## config.mk

```make
export PLATFORM = sky130hd
export DESIGN_NAME = dma_circ_chan
export DESIGN_NICKNAME = d
export VERILOG_FILES = /design/src/rtl/dma_eng_pkg.sv /design/src/rtl/dma_ptr_unit.sv /design/src/rtl/dma_len_ctr.sv /design/src/rtl/dma_stage_fifo.sv /design/src/rtl/dma_idle_timer.sv /design/src/rtl/dma_circ_chan.sv
export SDC_FILE = /design/constraint.sdc
export NUM_CORES = 1
export LEC_CHECK = 0
export BUFFER_PORTS_ARGS = -buffer_cell sky130_fd_sc_hd__buf_2
export CAP_MARGIN = 10
export CORE_MARGIN = 8
export CORE_UTILIZATION = 25
export DETAILED_ROUTE_END_ITERATION = 10
export GPL_TIMING_DRIVEN = 0
export PLACE_DENSITY = 0.47
export REMOVE_ABC_BUFFERS = 1
export SETUP_SLACK_MARGIN = 0.2
export SLEW_MARGIN = 20
export SYNTH_ARGS = -nofsm -noshare
export SYNTH_HDL_FRONTEND = slang
export SYNTH_SLANG_ARGS = --single-unit
```

## constraint.sdc

```tcl
create_clock -name clk -period 7 [get_ports clk]
set_clock_uncertainty 0.15 [all_clocks]
set_input_delay 1.4 -clock clk [delete_from_list [all_inputs] [get_ports clk]]
set_output_delay 1.4 -clock clk [all_outputs]
set_load 0.02 [all_outputs]
```

## src/rtl/dma_eng_pkg.sv

```systemverilog
package dma_eng_pkg;
    localparam int SEG_W  = 8;
    localparam int PTR_W  = 16;
    localparam int PAGE_W = 8;
    localparam int CNT_W  = 16;
    localparam int TMO_W  = 8;
    localparam int BYTE_W = 8;

    typedef enum logic [2:0] {
        SEL_SEG    = 3'd0,
        SEL_START  = 3'd1,
        SEL_LIMIT  = 3'd2,
        SEL_PTR    = 3'd3,
        SEL_LEN    = 3'd4,
        SEL_RELOAD = 3'd5,
        SEL_IRQCLR = 3'd6
    } cfg_sel_e;
endpackage

```

## src/rtl/dma_ptr_unit.sv

```systemverilog
module dma_ptr_unit #(
    parameter int SEG_W  = 8,
    parameter int PTR_W  = 16,
    parameter int PAGE_W = 8
) (
    input  logic                   clk,
    input  logic                   rst_n,
    input  logic                   ld_seg,
    input  logic                   ld_start,
    input  logic                   ld_limit,
    input  logic                   ld_ptr,
    input  logic [PTR_W-1:0]       wdata,
    input  logic                   adv,
    input  logic                   step2,
    output logic [SEG_W+PTR_W-1:0] addr
);
    localparam int LOW_W = PTR_W - PAGE_W;

    typedef struct packed {
        logic [SEG_W-1:0]  seg;
        logic [PAGE_W-1:0] start;
        logic [PTR_W-1:0]  limit;
        logic [PTR_W-1:0]  ptr;
    } ptr_st_t;

    ptr_st_t st_d, st_q;
    logic [PTR_W:0] sum_w, over_w;
    logic           cross_w;
    logic [PTR_W-1:0] start_addr_w;

    always_comb begin
        start_addr_w = {st_q.start, {LOW_W{1'b0}}};
        sum_w   = {1'b0, st_q.ptr} + (step2 ? (PTR_W+1)'(2) : (PTR_W+1)'(1));
        over_w  = sum_w - {1'b0, st_q.limit};
        cross_w = (st_q.ptr < st_q.limit) && (sum_w >= {1'b0, st_q.limit});
        st_d = st_q;
        if (ld_seg)   st_d.seg   = wdata[SEG_W-1:0];
        if (ld_start) st_d.start = wdata[PAGE_W-1:0];
        if (ld_limit) st_d.limit = wdata;
        if (ld_ptr) begin
            st_d.ptr = wdata;
        end else if (adv) begin
            st_d.ptr = cross_w ? (start_addr_w + over_w[PTR_W-1:0]) : sum_w[PTR_W-1:0];
        end
    end

    always_ff @(posedge clk or negedge rst_n) begin
        if (!rst_n) st_q <= '0;
        else        st_q <= st_d;
    end

    assign addr = {st_q.seg, st_q.ptr};


    seg_hold_chk: assert property (@(posedge clk) disable iff (!rst_n)
        !ld_seg |=> addr[SEG_W+PTR_W-1:PTR_W] == $past(addr[SEG_W+PTR_W-1:PTR_W]));


    ring_stay_chk: assert property (@(posedge clk) disable iff (!rst_n)
        (adv && !ld_ptr && !ld_start && !ld_limit &&
         st_q.ptr >= start_addr_w && st_q.ptr < st_q.limit &&
         {1'b0, st_q.limit} >= {1'b0, start_addr_w} + (PTR_W+1)'(2))
        |=> (st_q.ptr >= start_addr_w && st_q.ptr < st_q.limit));
endmodule

```

## src/rtl/dma_len_ctr.sv

```systemverilog
module dma_len_ctr #(
    parameter int CNT_W = 16
) (
    input  logic             clk,
    input  logic             rst_n,
    input  logic             ld,
    input  logic [CNT_W-1:0] wdata,
    input  logic             dec,
    input  logic             dec2,
    output logic [CNT_W-1:0] count,
    output logic             done
);
    typedef struct packed {
        logic [CNT_W-1:0] cnt;
    } len_st_t;

    len_st_t st_d, st_q;

    always_comb begin
        st_d = st_q;
        if (ld) begin
            st_d.cnt = wdata;
        end else if (dec && st_q.cnt != '0) begin
            if (dec2 && st_q.cnt >= CNT_W'(2)) st_d.cnt = st_q.cnt - CNT_W'(2);
            else                               st_d.cnt = st_q.cnt - CNT_W'(1);
        end
    end

    always_ff @(posedge clk or negedge rst_n) begin
        if (!rst_n) st_q <= '0;
        else        st_q <= st_d;
    end

    assign count = st_q.cnt;
    assign done  = (st_q.cnt == '0);


    done_hold_chk: assert property (@(posedge clk) disable iff (!rst_n)
        done && !ld |=> done);


    len_down_chk: assert property (@(posedge clk) disable iff (!rst_n)
        dec && !ld && !done |=> count < $past(count));
endmodule

```

## src/rtl/dma_stage_fifo.sv

```systemverilog
module dma_stage_fifo #(
    parameter int DEPTH = 4,
    parameter int DW    = 8
) (
    input  logic                       clk,
    input  logic                       rst_n,
    input  logic                       push,
    input  logic [DW-1:0]              din,
    input  logic [1:0]                 npop,
    output logic [DW-1:0]              head0,
    output logic [DW-1:0]              head1,
    output logic [$clog2(DEPTH+1)-1:0] level,
    output logic                       full,
    output logic                       empty
);
    localparam int AW = (DEPTH > 1) ? $clog2(DEPTH) : 1;
    localparam int LW = $clog2(DEPTH+1);

    typedef struct packed {
        logic [DEPTH-1:0][DW-1:0] mem;
        logic [AW-1:0]            rd;
        logic [AW-1:0]            wr;
        logic [LW-1:0]            lvl;
    } fifo_st_t;

    fifo_st_t st_d, st_q;
    logic     acc_w;

    always_comb begin
        acc_w = push && (st_q.lvl < LW'(DEPTH));
        st_d = st_q;
        if (acc_w) begin
            st_d.mem[st_q.wr] = din;
            st_d.wr = st_q.wr + AW'(1);
        end
        st_d.rd  = st_q.rd + AW'(npop);
        st_d.lvl = st_q.lvl + LW'(acc_w) - LW'(npop);
    end

    always_ff @(posedge clk or negedge rst_n) begin
        if (!rst_n) st_q <= '0;
        else        st_q <= st_d;
    end

    assign head0 = st_q.mem[st_q.rd];
    assign head1 = st_q.mem[st_q.rd + AW'(1)];
    assign level = st_q.lvl;
    assign full  = (st_q.lvl == LW'(DEPTH));
    assign empty = (st_q.lvl == '0);


    pop_avail_chk: assert property (@(posedge clk) disable iff (!rst_n)
        LW'(npop) <= level);


    level_cap_chk: assert property (@(posedge clk) disable iff (!rst_n)
        level <= LW'(DEPTH));


    swap_level_chk: assert property (@(posedge clk) disable iff (!rst_n)
        push && !full && npop == 2'd1 |=> $stable(level));
endmodule

```

## src/rtl/dma_idle_timer.sv

```systemverilog
module dma_idle_timer #(
    parameter int TW       = 8,
    parameter int PRESCALE = 16
) (
    input  logic          clk,
    input  logic          rst_n,
    input  logic          reload_we,
    input  logic [TW-1:0] reload_val,
    input  logic          byte_in,
    input  logic          nonempty,
    input  logic          clr,
    output logic          irq
);
    localparam int PW = (PRESCALE > 1) ? $clog2(PRESCALE) : 1;

    typedef struct packed {
        logic [PW-1:0] pre;
        logic [TW-1:0] reload;
        logic [TW-1:0] timer;
        logic          irq;
    } tmr_st_t;

    tmr_st_t st_d, st_q;
    logic    tick_w, fire_w;

    always_comb begin
        tick_w = (st_q.pre == PW'(PRESCALE-1));
        fire_w = !byte_in && tick_w && (st_q.timer == TW'(1)) && nonempty;
        st_d = st_q;
        if (reload_we) st_d.reload = reload_val;
        if (byte_in) begin
            st_d.timer = st_q.reload;
            st_d.pre   = '0;
        end else begin
            st_d.pre = tick_w ? '0 : st_q.pre + PW'(1);
            if (tick_w && st_q.timer != '0) st_d.timer = st_q.timer - TW'(1);
        end
        if (clr)    st_d.irq = 1'b0;
        if (fire_w) st_d.irq = 1'b1;
    end

    always_ff @(posedge clk or negedge rst_n) begin
        if (!rst_n) st_q <= '0;
        else        st_q <= st_d;
    end

    assign irq = st_q.irq;


    irq_sticky_chk: assert property (@(posedge clk) disable iff (!rst_n)
        irq && !clr |=> irq);


    byte_no_fire_chk: assert property (@(posedge clk) disable iff (!rst_n)
        !irq && byte_in |=> !irq);
endmodule

```

## src/rtl/dma_circ_chan.sv

```systemverilog
module dma_circ_chan
    import dma_eng_pkg::*;
#(
    parameter int FIFO_DEPTH = 4,
    parameter int PRESCALE   = 16
) (
    input  logic                            clk,
    input  logic                            rst_n,
    input  logic                            cfg_we,
    input  logic [2:0]                      cfg_sel,
    input  logic [15:0]                     cfg_wdata,
    input  logic                            word_mode,
    input  logic                            ser_push,
    input  logic [7:0]                      ser_byte,
    input  logic                            mem_ack,
    output logic                            mem_req,
    output logic                            mem_wide,
    output logic [23:0]                     mem_addr,
    output logic [15:0]                     mem_data,
    output logic [$clog2(FIFO_DEPTH+1)-1:0] fifo_level,
    output logic                            fifo_full,
    output logic                            fifo_empty,
    output logic                            xfer_done,
    output logic                            tmo_irq
);
    localparam int LW = $clog2(FIFO_DEPTH+1);

    logic [CNT_W-1:0]  len_w;
    logic [BYTE_W-1:0] head0_w, head1_w;
    logic              xfer_w;
    logic [1:0]        npop_w;

    logic ld_seg_w, ld_start_w, ld_limit_w, ld_ptr_w, ld_len_w, ld_rel_w, clr_w;

    always_comb begin
        ld_seg_w   = cfg_we && (cfg_sel == SEL_SEG);
        ld_start_w = cfg_we && (cfg_sel == SEL_START);
        ld_limit_w = cfg_we && (cfg_sel == SEL_LIMIT);
        ld_ptr_w   = cfg_we && (cfg_sel == SEL_PTR);
        ld_len_w   = cfg_we && (cfg_sel == SEL_LEN);
        ld_rel_w   = cfg_we && (cfg_sel == SEL_RELOAD);
        clr_w      = cfg_we && (cfg_sel == SEL_IRQCLR);
        mem_req  = !xfer_done && !fifo_empty;
        mem_wide = word_mode && (fifo_level >= LW'(2)) && (len_w >= CNT_W'(2));
        xfer_w   = mem_req && mem_ack;
        npop_w   = xfer_w ? (mem_wide ? 2'd2 : 2'd1) : 2'd0;
        mem_data = mem_wide ? {head1_w, head0_w} : {8'h00, head0_w};
    end

    dma_ptr_unit #(.SEG_W(SEG_W), .PTR_W(PTR_W), .PAGE_W(PAGE_W)) u_ptr (
        .clk(clk), .rst_n(rst_n),
        .ld_seg(ld_seg_w), .ld_start(ld_start_w), .ld_limit(ld_limit_w), .ld_ptr(ld_ptr_w),
        .wdata(cfg_wdata), .adv(xfer_w), .step2(mem_wide), .addr(mem_addr)
    );

    dma_len_ctr #(.CNT_W(CNT_W)) u_len (
        .clk(clk), .rst_n(rst_n), .ld(ld_len_w), .wdata(cfg_wdata),
        .dec(xfer_w), .dec2(mem_wide), .count(len_w), .done(xfer_done)
    );

    dma_stage_fifo #(.DEPTH(FIFO_DEPTH), .DW(BYTE_W)) u_fifo (
        .clk(clk), .rst_n(rst_n), .push(ser_push), .din(ser_byte), .npop(npop_w),
        .head0(head0_w), .head1(head1_w), .level(fifo_level),
        .full(fifo_full), .empty(fifo_empty)
    );

    dma_idle_timer #(.TW(TMO_W), .PRESCALE(PRESCALE)) u_tmr (
        .clk(clk), .rst_n(rst_n), .reload_we(ld_rel_w), .reload_val(cfg_wdata[TMO_W-1:0]),
        .byte_in(ser_push), .nonempty(!fifo_empty), .clr(clr_w), .irq(tmo_irq)
    );


    done_no_drain_chk: assert property (@(posedge clk) disable iff (!rst_n)
        xfer_done && !cfg_we |=> fifo_level >= $past(fifo_level));


    done_addr_hold_chk: assert property (@(posedge clk) disable iff (!rst_n)
        xfer_done && !cfg_we |=> $stable(mem_addr));
endmodule

```

-- Yosys cells after proc, flatten, opt, wreduce, memory -nomap -nowiden
Index checks and enable logic that the tools add are counted.
- word-level logic and storage cells: 101
- register bits after elaboration: 124
- output and inout bits: 49
- reductions and logical operators: 32
- mux-type cells: 23
- $lt $le $gt $ge: 9
- eq/ne operators: 9
- add/subtract/negate cells: 12
- operators by type and width (cell ; count):
    $mux 16 ; 7
    $mux 8 ; 5
    $bmux 8 s2 ; 2
    $bwmux 32 ; 1
    $logic_and 1x1->1 ; 20
    $add 16x2->17 ; 1
    $ge 17x16->1 ; 1
    $add 16x16->16 ; 1
    $demux 8 s2 ; 1
    $ge 16x2->1 const B ; 1
    $logic_not 16->1 ; 1
    $lt 16x16->1 ; 1
    $reduce_bool 16->1 ; 1
    $sub 16x1->16 const B ; 1
    $sub 16x16->16 ; 1
    $sub 16x2->16 const B ; 1
    $eq 3x3->1 const B ; 4
    $lt 2x3->1 const B ; 3
    $eq 8x1->1 const B ; 1
    $mux 4 ; 2
    $reduce_bool 2->1 ; 4
    $reduce_bool 8->1 ; 1
    $sub 8x1->8 const B ; 1
    $eq 3x2->1 const B ; 2
    other kinds (14) ; 21

-- Longest topological paths before layout
- depth after elaboration: 10
- mapped depth: 20
- depth with buffers taken out: 18

-- Hierarchy
A second synthesis with hierarchy kept.
- cells, all modules: 833
- area, all modules: 8719.6 µm²
- by module, submodules not included (module ; times used ; cells each ; seq. area each (µm²) ; area an instance (µm²)):
    dma_ptr_unit ; 1 ; 444 ; 1201.2 ; 4110.2
    dma_stage_fifo ; 1 ; 122 ; 975.9 ; 2094.5
    dma_len_ctr ; 1 ; 138 ; 400.4 ; 1203.7
    dma_idle_timer ; 1 ; 94 ; 525.5 ; 1069.8
    dma_circ_chan ; 1 ; 35 ; 0.0 ; 241.5

-- Worst setup path before layout
No wires, ideal clock.
- kind: in2reg
- start: in word_mode
- end: reg u_ptr.st_q, in the netlist u_ptr.addr[14]
- setup slack: 1.777 ns
- stages on the path: 19
- buffers on the path: 3
- arrival time: 4.937 ns
- path through: o21a_1 > o41ai_4 > inv_2 > buf_2 > fa_1 > nand2_1 > nor2_1 > and3_1 > xor2_1 > ha_1 > nand4_1 > a211o_1 > a211o_1 > o211a_1 > or3_1 > buf_6 > buf_6 > a41oi_1 > o211ai_1
- word-level cells in the longest chain between the ends: 9
- elaborated cells on any way between the ends: 11
- classes of those cells: add/sub (3); order compare (1); mux (4); reduce/logical (3)
- ends and longest elaborated chain (what ; RTL line ; text):
    start, declared ; dma_circ_chan.sv:12 ; input logic word_mode,
    $logic_and 1x1->1 (*) (2 in series) ; dma_circ_chan.sv:44 ; mem_wide = word_mode && (fifo_level >= LW'(2)) && (len_w >= CNT_W'(2));
    named net mem_wide ; dma_circ_chan.sv:17 ; output logic mem_wide,
    $mux 2 (*) ; dma_ptr_unit.sv:33 ; sum_w = {1'b0, st_q.ptr} + (step2 ? (PTR_W+1)'(2) : (PTR_W+1)'(1));
    $add 16x2->17 (*) ; dma_ptr_unit.sv:33 ;
    $sub 16x16->16 or $ge 17x16->1 (tied branches) ; dma_ptr_unit.sv:34, dma_ptr_unit.sv:35 ;
    $add 16x16->16 or $logic_and 1x1->1 (tied branches) ; dma_ptr_unit.sv:43, dma_ptr_unit.sv:35 ;
    $mux 16 (*) ; dma_ptr_unit.sv:43 ; st_d.ptr = cross_w ? (start_addr_w + over_w[PTR_W-1:0]) : sum_w[PTR_W-1:0];
    $mux 16 (*) ; dma_ptr_unit.sv:42 ; end else if (adv) begin
    $mux 16 (*) ; dma_ptr_unit.sv:40 ; if (ld_ptr) begin
    end signal, assigned ; dma_ptr_unit.sv:49 ; else st_q <= st_d;
    end, declared ; dma_ptr_unit.sv:26 ; ptr_st_t st_d, st_q;
Mark *: on every way through the listed nets, which the timed path passes. The rest lies on a longest branch. The select of a mux whose other input is x is not followed.
A chain may end at the register's enable or synchronous reset.

-- Final worst setup path
- start: reg u_len.st_q, in the netlist u_len.count[4]
- end: reg u_ptr.st_q, in the netlist u_ptr.addr[14]
- word-level cells in the longest chain between the ends: 9
- elaborated cells on any way between the ends: 16
- classes of those cells: add/sub (3); order compare (2); mux (4); reduce/logical (7)
- ends and longest elaborated chain (what ; RTL line ; text):
    start, declared ; dma_len_ctr.sv:17 ; len_st_t st_d, st_q;
    start signal, assigned ; dma_len_ctr.sv:31 ; else st_q <= st_d;
    $ge 16x2->1 ; dma_circ_chan.sv:44 ;
    $logic_and 1x1->1 ; dma_circ_chan.sv:44 ;
    $mux 2 ; dma_ptr_unit.sv:33 ;
    $add 16x2->17 ; dma_ptr_unit.sv:33 ;
    $sub 16x16->16 or $ge 17x16->1 (tied branches) ; dma_ptr_unit.sv:34, dma_ptr_unit.sv:35 ;
    $add 16x16->16 or $logic_and 1x1->1 (tied branches) ; dma_ptr_unit.sv:43, dma_ptr_unit.sv:35 ;
    $mux 16 ; dma_ptr_unit.sv:43 ;
    $mux 16 ; dma_ptr_unit.sv:42 ;
    $mux 16 ; dma_ptr_unit.sv:40 ;
Parallel ways exist; a longest one is shown, timed or not. The select of a mux whose other input is x is not followed.

==> summary.md <==
| Metric | Value |
|---|---|
| Synthesis warning total | 0 |
| EDFF count, synth | 0 |
| Worst Hold Path EP | u_tmr.st_q[6]$_DFFE_PN0P_ |
| CP arrival | 6.66 ns |
| Commonest non-fill, non-tap cell in the layout | dfrtp_1 |
| Register bit count reported by yosys | 124 |
| CTS sink cnt | 124 |
| DRC | 0 |
| Logic pwr share | 0.537 |
| Layout cells sized above 1 | 0.242 |
| Hold Path Class | reg2reg |
| Final Hold Fails | 0 |
| Area contributors post-synth | dfrtp_1, ha_1, mux2_2 |
| Die H | 198 um |
| VDD IR max | 155 uV |
| Hold Path Cell Cnt | 2 |
| Net Switching | 2.11 mW |
| Post-synthesis area per instance | 10.3 um^2 |
| Cell taking the most area after synthesis | dfrtp_1 |
| Setup TNS | 0 ns |
| Vias in the first global route | 6198 |
| CP Class | reg2reg |
| Critical Path, Cell by Cell | or3_4 > or3_4 > o41ai_4 > inv_2 > fa_1 > nand2_1 > nor2_1 > and3_1 > xor2_1 > ha_1 > nand4_1 > nor4_1 > a211oi_1 > o211a_1 > or3_2 > or2_4 > o211ai_1 |
| Sw frac | 0.427 |
| Routed WL | 23200 um |
| Minimum clock period | 6.48 ns |
| Worst Hold Launch | u_tmr.st_q[14]$_DFFE_PN0P_ |
| Nets | 956 |
| H-tree depth | 4 |
| Most frequent cells in the layout | dfrtp_1, buf_2, nand2_1 |
| Worst-Margin Slew | 1.10 ns |
| Initial antenna violation count | 0 |
| Buffers and inverters on the worst path | 1 |
| Area growth, synth to finish | 16.9% |
| Reg clk slew, reported paths | 0.06 ns |
| Synth Instances | 798 |
| GR Util All Layers | 0.122 |
| Full die area | 39100 um^2 |
| 1st-pass router iterations | 5 |
| Rel. slew slack | 0.262 |
| Routed WL per cell | 17.8 um |
| Main synth FF type | dfrtp_1 |
| Fin crit share | 0.926 |
| Cts hold-fix bufs | 0 |
| Clk_lat worst skew | 0.42 ns |
| DRT iter0 DRCs | 370 |
| TritonCTS Buffers | 17 |
| Initial Util | 0.254 |
| Crit path max-delay family | simple AND/OR/NAND/NOR gates |
| PortBufs | 81 |
| Chip width | 198 um |
| Vias | 6165 |
| Clock Power Share | 0.203 |
| Netlist cell types | 62 |
| Ys async rst share | 1.00 |
| Critical Path RT | 7.18 ns |
| RePlAce Congestion | 0.798 |
| Hpwl dp | 17000 um |
| CP Launch Type | flip-flop |
| RSZ-0062 raised after global routing | false |
| Post-Synthesis Cell Area | 8250 um^2 |
| Gates resized, CTS repair | 0 |
| Worst-path fanout max | 19 |
| Finish-stage setup viols | 0 |
| Most used cell along the critical path | or3_4 |
| Core area | 32500 um^2 |
| Antenna-violating nets left | 0 |
| Max-cap violations | 0 |
| Largest net degree at the start of global routing | 92 |
| Post-CTS setup buffer count | 0 |
| Slew Limit Fails | 0 |
| Pwr/cell area | 512 nW/um^2 |
| Worst r2r path cells | 17 |
| Levels on crit path | 17 |
| WHS | 0.326 ns |
| Slowest CP cell | or3_2 |
| Sequential-to-total area share from yosys stat | 0.376 |
| Reg-to-reg slack, setup | 0.52 ns |
| Worst r2r src | u_len.count[4]$_DFFE_PN0P_ |
| Sequential power share | 0.260 |
| GRT overflow | 0 |
| Worst-case clock buffer depth | 2 |
| Status | complete, no violations |
| Internal cell power | 2.83 mW |
| Fmax | 154 MHz |
| Routed vias/inst | 4.73 |
| Leakage | 4.15 nW |
| Clk root buf | clkbuf_16 |
| TritonCTS clock tree | built |
| Post-synth top area share | 0.376 |
| CP max stage delay | 0.78 ns |
| CP endpoint kind | flip-flop |
| Worst r2r dst | u_ptr.addr[14]$_DFFE_PN0P_ |
| First-pass GRT wire length | 36900 um |
| # IOs | 82 |
| Row cnt | 66 |
==> layout make-up <==
cell class | count | area, um^2
antenna | 1 | 2.50
clock buffer | 20 | 457
clock inverter | 12 | 210
fill | 3451 | 22900
inverter | 38 | 143
multi-input combinational | 582 | 4720
sequential | 124 | 3100
tap | 442 | 553
timing repair buffer | 84 | 462
==> cells by family after synthesis <==
group,share of synthesized area
AOI/OAI and AO/OA,0.118
xor gates and xnor gates,0.0573
adders and majority gates,0.127
buffers and inverters,0.0564
DFF,0.376
muxes,0.131
and+or+nand+nor,0.134
==> how the worst max path moves through the flow <==
| stage | end | startpoint |
|---|---|---|
| final | u_ptr.addr[14]$_DFFE_PN0P_ | u_len.count[4]$_DFFE_PN0P_ |
| after global routing | u_ptr.addr[14]$_DFFE_PN0P_ | u_len.count[4]$_DFFE_PN0P_ |
| after CTS | u_ptr.addr[11]$_DFFE_PN0P_ | u_len.count[4]$_DFFE_PN0P_ |
| after detailed placement | u_ptr.addr[11]$_DFFE_PN0P_ | word_mode |
| after global placement | u_ptr.addr[11]$_DFFE_PN0P_ | word_mode |
| after floorplan | u_ptr.addr[14]$_DFFE_PN0P_ | word_mode |
==> synth_stat cells (all sizes together), types with 3 or more instances <==
cell type,count
nor2b,6
nor3b,6
or3,6
dfrtp,124
nand3b,4
and2,9
nand4,9
inv,38
a31oi,6
o211ai,5
nor2,26
mux2i,8
nor3,17
xnor2,34
and3,12
o22ai,3
a21oi,30
o31a,3
mux2,57
buf,34
ha,63
a211o,3
nand3,16
nor4,10
o21ai,71
nand2,76
fa,13
mux4,16
a211oi,8
nand4b,6
nand2b,5
a21o,8
clkbuf,20
xor2,20
==> stage by stage <==
step / worst slack (ns) / power, mW / instances / util / instance area [um^2]
3_5_place_dp: 0.261 / 3.95 / 1270 / 0.276 / 8970
5_1_grt: 0.251 / 5.36 / 1302 / 0.297 / 9650
4_1_cts: 0.320 / 4.99 / 1302 / 0.296 / 9640
2_1_floorplan: 1.68 / 3.20 / 744 / - / 7930
3_3_place_gp: 0.181 / 3.91 / 1267 / 0.273 / 8890
6_report: 0.515 / 4.94 / 1303 / 0.297 / 9650
==> routing by layer <==
layer  track usage  share of wire  vias up
li1              -              -     2941
met1         0.174           0.50     3065
met2         0.186           0.45      132
met3        0.0214          0.038       27
met4        0.0351          0.014        0
met5             0              0        -
==> registers in the layout, summed over array words and instances, names as in the netlist <==
| name | count |
|---|---|
| u_len.count | 16 |
| u_ptr.addr | 24 |
| u_tmr.irq | 1 |
| u_tmr.st_q | 20 |
| u_fifo.level | 3 |
| u_ptr.st_q | 24 |
| u_fifo.st_q | 36 |
==> worst register-to-register path: stages (launching register included) <==
cell and delay (ns):
dfrtp_1 0.43, or3_4 0.43, or3_4 0.37, o41ai_4 0.55, inv_2 0.30, fa_1 0.63, nand2_1 0.24, nor2_1 0.09
and3_1 0.20, xor2_1 0.18, ha_1 0.34, nand4_1 0.15, nor4_1 0.59, a211oi_1 0.09, o211a_1 0.34, or3_2 0.79
or2_4 0.37, o211ai_1 0.18
==> power groups by stage <==
stage / clock [mW] / sequential (mW) / combinational [mW]
floorplan: 0 / 1.28 / 1.92
global placement: 0 / 1.29 / 2.62
detailed placement: 0 / 1.30 / 2.65
CTS: 1.03 / 1.29 / 2.67
global route: 1.06 / 1.33 / 2.97
finish: 1.00 / 1.28 / 2.66
(Power assumes the default switching activity.)
